`config.mk`:
```
export PLATFORM = sky130hd
export DESIGN_NAME = tmr8_shared_div
export DESIGN_NICKNAME = d
export VERILOG_FILES = /design/src/rtl/tmr8_pkg.sv /design/src/rtl/tmr8_edge_sync.sv /design/src/rtl/tmr8_prescaler.sv /design/src/rtl/tmr8_count_reg.sv /design/src/rtl/tmr8_shared_div.sv
export SDC_FILE = /design/constraint.sdc
export NUM_CORES = 1
export LEC_CHECK = 0
export BUFFER_PORTS_ARGS = -buffer_cell sky130_fd_sc_hd__buf_2
export CAP_MARGIN = 5
export CELL_PAD_IN_SITES_DETAIL_PLACEMENT = 0
export CELL_PAD_IN_SITES_GLOBAL_PLACEMENT = 1
export CORE_ASPECT_RATIO = 1.2
export CORE_MARGIN = 10
export CORE_UTILIZATION = 46
export CTS_CLUSTER_SIZE = 24
export DETAILED_ROUTE_END_ITERATION = 8
export GPL_TIMING_DRIVEN = 0
export PLACE_DENSITY_LB_ADDON = 0.1
export SLEW_MARGIN = 10
export SYNTH_ARGS = -nofsm -noshare
export SYNTH_HDL_FRONTEND = slang
export SYNTH_SLANG_ARGS = --single-unit
```
`constraint.sdc`:
```
create_clock -name clk -period 10.4 [get_ports clk]
set_input_delay 1.56 -clock clk [delete_from_list [all_inputs] [get_ports clk]]
set_output_delay 1.56 -clock clk [all_outputs]
set_load 0.01 [all_outputs]
```
`src/rtl/tmr8_pkg.sv`:
```
`timescale 1ns/1ps
package tmr8_pkg;
  localparam int unsigned REG_W = 8;
  localparam int unsigned PRE_W = 8;
  localparam int unsigned RATE_W = 3;

  // option register bit positions (decoded by the timer)
  localparam int unsigned OPT_SRC    = 5;
  localparam int unsigned OPT_EDGE   = 4;
  localparam int unsigned OPT_ASSIGN = 3;
  // control register bit positions
  localparam int unsigned CTL_EN     = 5;
  localparam int unsigned CTL_FLAG   = 2;

  typedef enum logic [1:0] {
    SEL_CNT  = 2'd0,
    SEL_OPT  = 2'd1,
    SEL_CTL  = 2'd2,
    SEL_NONE = 2'd3
  } reg_sel_e;

  // Mask of low prescaler bits that must all be one for a tick.
  // Timer owner divides by 2^(rate+1), watchdog owner by 2^rate.
  function automatic logic [PRE_W-1:0] tap_mask(input logic [RATE_W-1:0] rate,
                                                input logic for_timer);
    logic [PRE_W:0] full;
    full = ({{PRE_W{1'b0}}, 1'b1} << (int'(rate) + int'(for_timer))) - 1'b1;
    return full[PRE_W-1:0];
  endfunction
endpackage

```
`src/rtl/tmr8_edge_sync.sv`:
```
`timescale 1ns/1ps
module tmr8_edge_sync #(
  parameter int unsigned STAGES = 2
) (
  input  logic clk,
  input  logic rst,
  input  logic pin,
  input  logic fall_sel,
  output logic pulse
);
  logic [STAGES:0] sh_q;
  logic cur, prev;

  always_ff @(posedge clk) begin
    if (rst) sh_q <= '0;
    else     sh_q <= {sh_q[STAGES-1:0], pin};
  end

  assign cur   = sh_q[STAGES-1];
  assign prev  = sh_q[STAGES];
  assign pulse = fall_sel ? (prev & ~cur) : (cur & ~prev);
endmodule

```
`src/rtl/tmr8_prescaler.sv`:
```
`timescale 1ns/1ps
module tmr8_prescaler
  import tmr8_pkg::*;
(
  input  logic              clk,
  input  logic              rst,
  input  logic              clr,
  input  logic              adv,
  input  logic [RATE_W-1:0] rate,
  input  logic              for_timer,
  output logic              tick
);
  logic [PRE_W-1:0] pre_q;
  logic [PRE_W-1:0] mask;

  assign mask = tap_mask(rate, for_timer);
  assign tick = adv && ((pre_q & mask) == mask);

  always_ff @(posedge clk) begin
    if (rst || clr) pre_q <= '0;
    else if (adv)   pre_q <= pre_q + 1'b1;
  end
endmodule

```
`src/rtl/tmr8_count_reg.sv`:
```
`timescale 1ns/1ps
module tmr8_count_reg #(
  parameter int unsigned W     = 8,
  parameter int unsigned STALL = 2
) (
  input  logic         clk,
  input  logic         rst,
  input  logic         ce,
  input  logic         load,
  input  logic [W-1:0] load_val,
  input  logic         step,
  output logic [W-1:0] q,
  output logic         blocked,
  output logic         ovf
);
  localparam int unsigned SW = $clog2(STALL + 1);

  logic [SW-1:0] stall_q;

  assign blocked = (stall_q != '0);
  assign ovf     = step && (q == {W{1'b1}});

  always_ff @(posedge clk) begin
    if (rst)                 stall_q <= '0;
    else if (load)           stall_q <= SW'(STALL);
    else if (ce && blocked)  stall_q <= stall_q - 1'b1;
  end

  // no reset: the count survives every reset
  always_ff @(posedge clk) begin
    if (load)      q <= load_val;
    else if (step) q <= q + 1'b1;
  end
endmodule

```
`src/rtl/tmr8_shared_div.sv`:
```
`timescale 1ns/1ps
module tmr8_shared_div
  import tmr8_pkg::*;
#(
  parameter int unsigned SYNC_STAGES = 2,
  parameter int unsigned STALL_CYC   = 2
) (
  input  logic             clk,
  input  logic             rst,
  input  logic             ce,
  input  logic             wr_en,
  input  logic [1:0]       wr_sel,
  input  logic [REG_W-1:0] wr_data,
  input  logic [1:0]       rd_sel,
  output logic [REG_W-1:0] rd_data,
  input  logic             ext_clk,
  input  logic             wdt_clr,
  input  logic             sleep,
  output logic             wdt_tick,
  output logic             irq
);
  logic [REG_W-1:0] opt_q, ctl_q, ctl_d, cnt_q;
  logic wr_cnt, wr_opt, wr_ctl;
  logic ext_pulse, blocked, src_raw, src_evt;
  logic for_timer, pre_adv, pre_clr, pre_tick;
  logic inc_evt, ovf_evt, ovf_flag;

  assign wr_cnt = wr_en && (reg_sel_e'(wr_sel) == SEL_CNT);
  assign wr_opt = wr_en && (reg_sel_e'(wr_sel) == SEL_OPT);
  assign wr_ctl = wr_en && (reg_sel_e'(wr_sel) == SEL_CTL);

  tmr8_edge_sync #(.STAGES(SYNC_STAGES)) u_sync (
    .clk(clk), .rst(rst), .pin(ext_clk),
    .fall_sel(opt_q[OPT_EDGE]), .pulse(ext_pulse)
  );

  // source event, gated by sleep, the write stall and a write in progress
  assign src_raw = opt_q[OPT_SRC] ? ext_pulse : ce;
  assign src_evt = src_raw && !sleep && !blocked && !wr_cnt;

  assign for_timer = !opt_q[OPT_ASSIGN];
  assign pre_adv   = for_timer ? src_evt : ce;
  assign pre_clr   = for_timer ? wr_cnt : wdt_clr;

  tmr8_prescaler u_pre (
    .clk(clk), .rst(rst), .clr(pre_clr), .adv(pre_adv),
    .rate(opt_q[RATE_W-1:0]), .for_timer(for_timer), .tick(pre_tick)
  );

  assign inc_evt  = for_timer ? pre_tick : src_evt;
  assign wdt_tick = for_timer ? ce : pre_tick;

  tmr8_count_reg #(.W(REG_W), .STALL(STALL_CYC)) u_cnt (
    .clk(clk), .rst(rst), .ce(ce), .load(wr_cnt), .load_val(wr_data),
    .step(inc_evt), .q(cnt_q), .blocked(blocked), .ovf(ovf_evt)
  );

  always_ff @(posedge clk) begin
    if (rst)         opt_q <= {REG_W{1'b1}};
    else if (wr_opt) opt_q <= wr_data;
  end

  always_comb begin
    ctl_d = wr_ctl ? wr_data : ctl_q;
    if (ovf_evt) ctl_d[CTL_FLAG] = 1'b1;
  end

  always_ff @(posedge clk) begin
    if (rst) ctl_q <= '0;
    else     ctl_q <= ctl_d;
  end

  assign ovf_flag = ctl_q[CTL_FLAG];
  assign irq      = ovf_flag && ctl_q[CTL_EN];

  always_comb begin
    unique case (reg_sel_e'(rd_sel))
      SEL_CNT: rd_data = cnt_q;
      SEL_OPT: rd_data = opt_q;
      SEL_CTL: rd_data = ctl_q;
      default: rd_data = '0;
    endcase
  end
endmodule

```
After elaboration in Yosys (flattened, before gate mapping)
Index checks and enable logic that the tools add are counted.

Bits in registers: 37. Output and inout port bits: 10. Word-level logic and storage cells: 60.

Add/sub/neg operators: 5. Eq/ne operators: 6. Shifts and indexed selects: 1. Mux-type cells: 13. Bitwise logic cells: 5. Reduce and logical (&&, ||, !) cells: 22.

Operator list (count): $shl 1x32->8 const A (1); $pmux 8 s3 (1); $add 8x1->8 const B (2); $mux 8 (2); $logic_and 1x1->1 (10); $and 8x8->8 (1); $eq 8x8->1 (1); $eq 8x8->1 const B (1); $reduce_bool 2->1 (4); $sub 8x1->8 const B (1); $mux 1 (7); $add 3x1->4 (1); $eq 2x1->1 const B (2); $eq 2x2->1 const B (2); $logic_not 1->1 (4); $logic_not 2->1 (2); $mux 2 (2); $mux 3 (1); $and 1x1->1 (2); $not 1->1 (2); $reduce_or 2->1 (1); $sub 2x1->2 const B (1); $logic_or 1x1->1 (1).

Depth between registers and ports, before layout
Depth in word-level cells: 12. Gate-level depth with buffers: 15.

Cells and area by module
A second synthesis with hierarchy kept.

Cells, all modules: 272. Area, all modules: 2280.9 um^2.

By module, submodules not included: tmr8_shared_div (instances 1, cells an instance 103, area an instance 853.3 um^2, sequential area each 320.3 um^2); tmr8_prescaler (instances 1, cells an instance 101, area an instance 738.2 um^2, sequential area each 160.2 um^2); tmr8_count_reg (instances 1, cells an instance 59, area an instance 588.1 um^2, sequential area each 280.3 um^2); tmr8_edge_sync (instances 1, cells an instance 9, area an instance 101.3 um^2, sequential area each 60.1 um^2).

Worst setup path before layout
Ideal clock, no wire load.

Kind: register -> output. Start: register opt_q[3]. End: output port wdt_tick. Arrival: 2850 ps. Data required time: 8840 ps. Slack: 5990 ps. Cell stages (with the launch flop): 15. Buffers on the path: 1. Path through: dfxtp_1 clkbuf_1 inv_1 ha_1 ha_1 or2_0 o22ai_1 nor2b_1 inv_1 ha_1 o21ai_0 a311oi_1 a2111oi_2 nand3_1 a21boi_0.

Cells in the longest elaborated chain, start to end: 8.

Ends and longest elaborated chain: from (decl) (RTL line tmr8_shared_div.sv:22) `logic [REG_W-1:0] opt_q, ctl_q, ctl_d, cnt_q;`; from (signal assigned) (RTL line tmr8_shared_div.sv:59) `if (rst) opt_q <= {REG_W{1'b1}};`; from (signal assigned) (RTL line tmr8_shared_div.sv:60) `else if (wr_opt) opt_q <= wr_data;`; $logic_not 1->1 (RTL line tmr8_shared_div.sv:41) `assign for_timer = !opt_q[OPT_ASSIGN];`; $add 3x1->4 (RTL line tmr8_pkg.sv:27) `full = ({{PRE_W{1'b0}}, 1'b1} << (int'(rate) + int'(for_timer))) - 1'b1;`; $shl 1x32->8 (RTL line tmr8_pkg.sv:27); $sub 8x1->8 (RTL line tmr8_pkg.sv:27); $and 8x8->8 (RTL line tmr8_prescaler.sv:17) `assign tick = adv && ((pre_q & mask) == mask);`; $eq 8x8->1 (RTL line tmr8_prescaler.sv:17); $logic_and 1x1->1 (RTL line tmr8_prescaler.sv:17); $mux 1 (*) (RTL line tmr8_shared_div.sv:51) `assign wdt_tick = for_timer ? ce : pre_tick;`; to (decl) (RTL line tmr8_shared_div.sv:19) `output logic wdt_tick,`.

Every way passes the cells marked *; elsewhere a longest branch is shown, timed or not.

Worst setup path in the final report
Same ends and word-level chain as after synthesis.

==> reports/qor.txt <==
Leakage Power = 1.07 nW
Worst Path Arrival = 3.64 ns
final setup TNS = 0 ns
Crit Path Class = reg2out
Vias/cell = 5.41
diode count = 0
clock-pin slew on the worst setup and hold paths = 0.08 ns
r2r worst-path depth = 15
clk_lat worst skew = 0.29 ns
Starting Density = 0.481
EDFF count, synth = 8
startpoint types = flop
height of the die = 96.2 microns
hold path depth = 1
Crit. End Element = output pin
unrepaired setup endpoints after global routing = false
top cell type's share of synthesized area = 0.261
Final Hold Fails = 0
launching point of the worst reg2reg path = opt_q[3]$_SDFFE_PP1P_
Worst Setup SP = opt_q[3]$_SDFFE_PP1P_
grt total ovfl = 0
critical path's slowest cell = a2111oi_2
worst rel slew slack = 0.224
htree depth = 2
post-synthesis sequential area ratio = 0.369
Yosys top cell by area = dfxtp_1
DRT iter0 DRCs = 78
global-route wire length before repair = 9180 microns
CTS root buf = clkbuf_8
Hold EP = u_sync.sh_q[1]$_SDFF_PP0_
Synth async-reset ratio = 0
final period utilization = 0.500
Final Core Density = 0.550
fin crit period = 5.20 ns
Core Region = 4630 sq um
Mapped Avg Cell Area = 8.30 sq um
Global Route Usage Sum = 0.140
Final HPWL DP = 4200 microns
Worst Hold Class = reg2reg
Final Cell Area = 2540 sq um
worst reg2reg setup slack = 6.00 ns
Worst Path Required = 8.84 ns
most frequent cells in the layout = nand2_1, buf_2, dfxtp_1, nor2_1, o21ai_0
Worst path most repeated cell = ha_1
ANT nets after route = 0
io pins = 29
initial antenna violation count = 0
max_cap viols = 0
commonest non-fill, non-tap cell in the layout = nand2_1
Synth Register Bits = 37
num rows = 27
Clock Tree Buf Depth = 2
Hold Crit Start = u_sync.sh_q[0]$_SDFF_PP0_
Yosys cell types = 45
fin nets = 328
final setup violation count = 0
number of global-route vias before repair = 1877
routed len/inst = 15.6 microns
Worst Hold Slack = 0.448 ns
die area = 8030 sq um
Yosys Warn Count = 0
share of cells above drive strength 1 = 0.142
largest net degree at the start of global routing = 12
Area Growth Syn to Fin = 14.3%
DRC = 0
TritonCTS clock tree = built
Primary FF master, synth = dfxtp_1
WL final = 5620 microns
critical path cell sequence = clkbuf_1 -> inv_1 -> ha_1 -> ha_1 -> xor2_1 -> o22ai_1 -> nor2b_1 -> inv_1 -> ha_1 -> mux2i_1 -> o211ai_1 -> o221ai_1 -> a2111oi_2 -> nand3_1 -> a21boi_0 -> buf_2
DR pass1 iterations = 4
status = finished clean
Post-Syn Area = 2220 sq um
peak supply drop = 0.0830 mV
clk sinks = 37
worst clock skew = 0.00287 ns
Design Power = 0.000337 W
# hold bufs at CTS = 0
Mapped Cells = 268
Max Freq = 0.192 GHz
post_cts resized = 0
CP max FO = 9
r2r endpoint = u_cnt.q[1]$_DFFE_PP_
IO buf count = 27
Placed Area = 2430 sq um
pwr/cell area = 133 nW/um^2
total number of vias = 1952
Mapped Nets = 294
crit-path max cell delay = 0.35 ns
Die Wd = 83.5 microns
Pins Over Slew Limit = 0
Worst Tran Pin Value = 1.15 ns
clock buffer count from CTS = 5
# Post-CTS Setup Buffers = 0
Synth area leaders = dfxtp_1, edfxtp_1, mux2i_1, nand2_1, o21ai_0
Placer Congestion = 0.757
worst max-delay path by stage:
stage / endpoint / cells after the start
global route: wdt_tick / 16
detailed placement: wdt_tick / 16
global placement: wdt_tick / 16
floorplan: wdt_tick / 14
CTS: wdt_tick / 16
finish: wdt_tick / 16
metrics by stage:
step | setup WS [ns] | std cells
2_1_floorplan | 5.99 | 268
3_3_place_gp | 5.57 | 353
3_5_place_dp | 5.54 | 353
4_1_cts | 5.20 | 361
5_1_grt | 4.82 | 361
6_report | 5.20 | 361
report_power, final:
part	leakage [nW]	switching, W	internal (W)
clock	0.0566	0.0000524	0.0000686
combinational	0.701	0.0000335	0.0000242
sequential	0.311	0.00000484	0.000154
total	1.07	0.0000907	0.000247
cells in the mapped netlist, drive strengths merged, types with 7 or more instances:
cell and instances:
ha 7, nor2 25, nand3 7, inv 7, o21ai 20, nand2b 7
mux2i 18, a21oi 8, nand2 47, nand3b 12, dfxtp 29, edfxtp 8
clkbuf 9, xor2 11
state kept, by name, indices dropped and copies added (netlist names):
signal         flops
ctl_q              8
opt_q              8
u_cnt.stall_q      2
u_pre.pre_q        8
u_sync.sh_q        3
u_cnt.q            8
cell families (layout without fill, tap and decap cells):
logic type	Yosys count	after routing	synth area share
AOI/OAI and AO/OA	48	48	0.137
xor gates and xnor gates	17	17	0.0669
adders and majority gates	7	7	0.0394
buffers and inverters	19	54	0.0337
DFF	37	37	0.369
muxes	19	19	0.0861
and+or+nand+nor	121	121	0.268
worst max-delay path: cells and delay by family, from the launching register on:
family                     cells  cell delay (ns)
DFF                            1             0.31
buffers and inverters          4             0.69
AOI/OAI and AO/OA              5             1.03
muxes                          1             0.09
and+or+nand+nor                2             0.26
adders and majority gates      3             0.71
xor gates and xnor gates       1             0.26
per-layer routing:
layer / vias up / part of all wire / GRT usage
met5: - / 0 / 0
met4: 0 / 0.011 / 0.0461
met3: 6 / 0.042 / 0.0330
met2: 38 / 0.50 / 0.241
met1: 913 / 0.45 / 0.171
li1: 995 / - / -
layout make-up:
type / instances / area, sq um
Fill cell: 451 / 2080
Buffer: 12 / 48.8
Multi-Input combinational cell: 212 / 1330
Clock buffer: 8 / 111
Tap cell: 58 / 72.6
Timing Repair Buffer: 27 / 135
Sequential cell: 37 / 821
Inverter: 7 / 26.3
(Power assumes the default switching activity.)
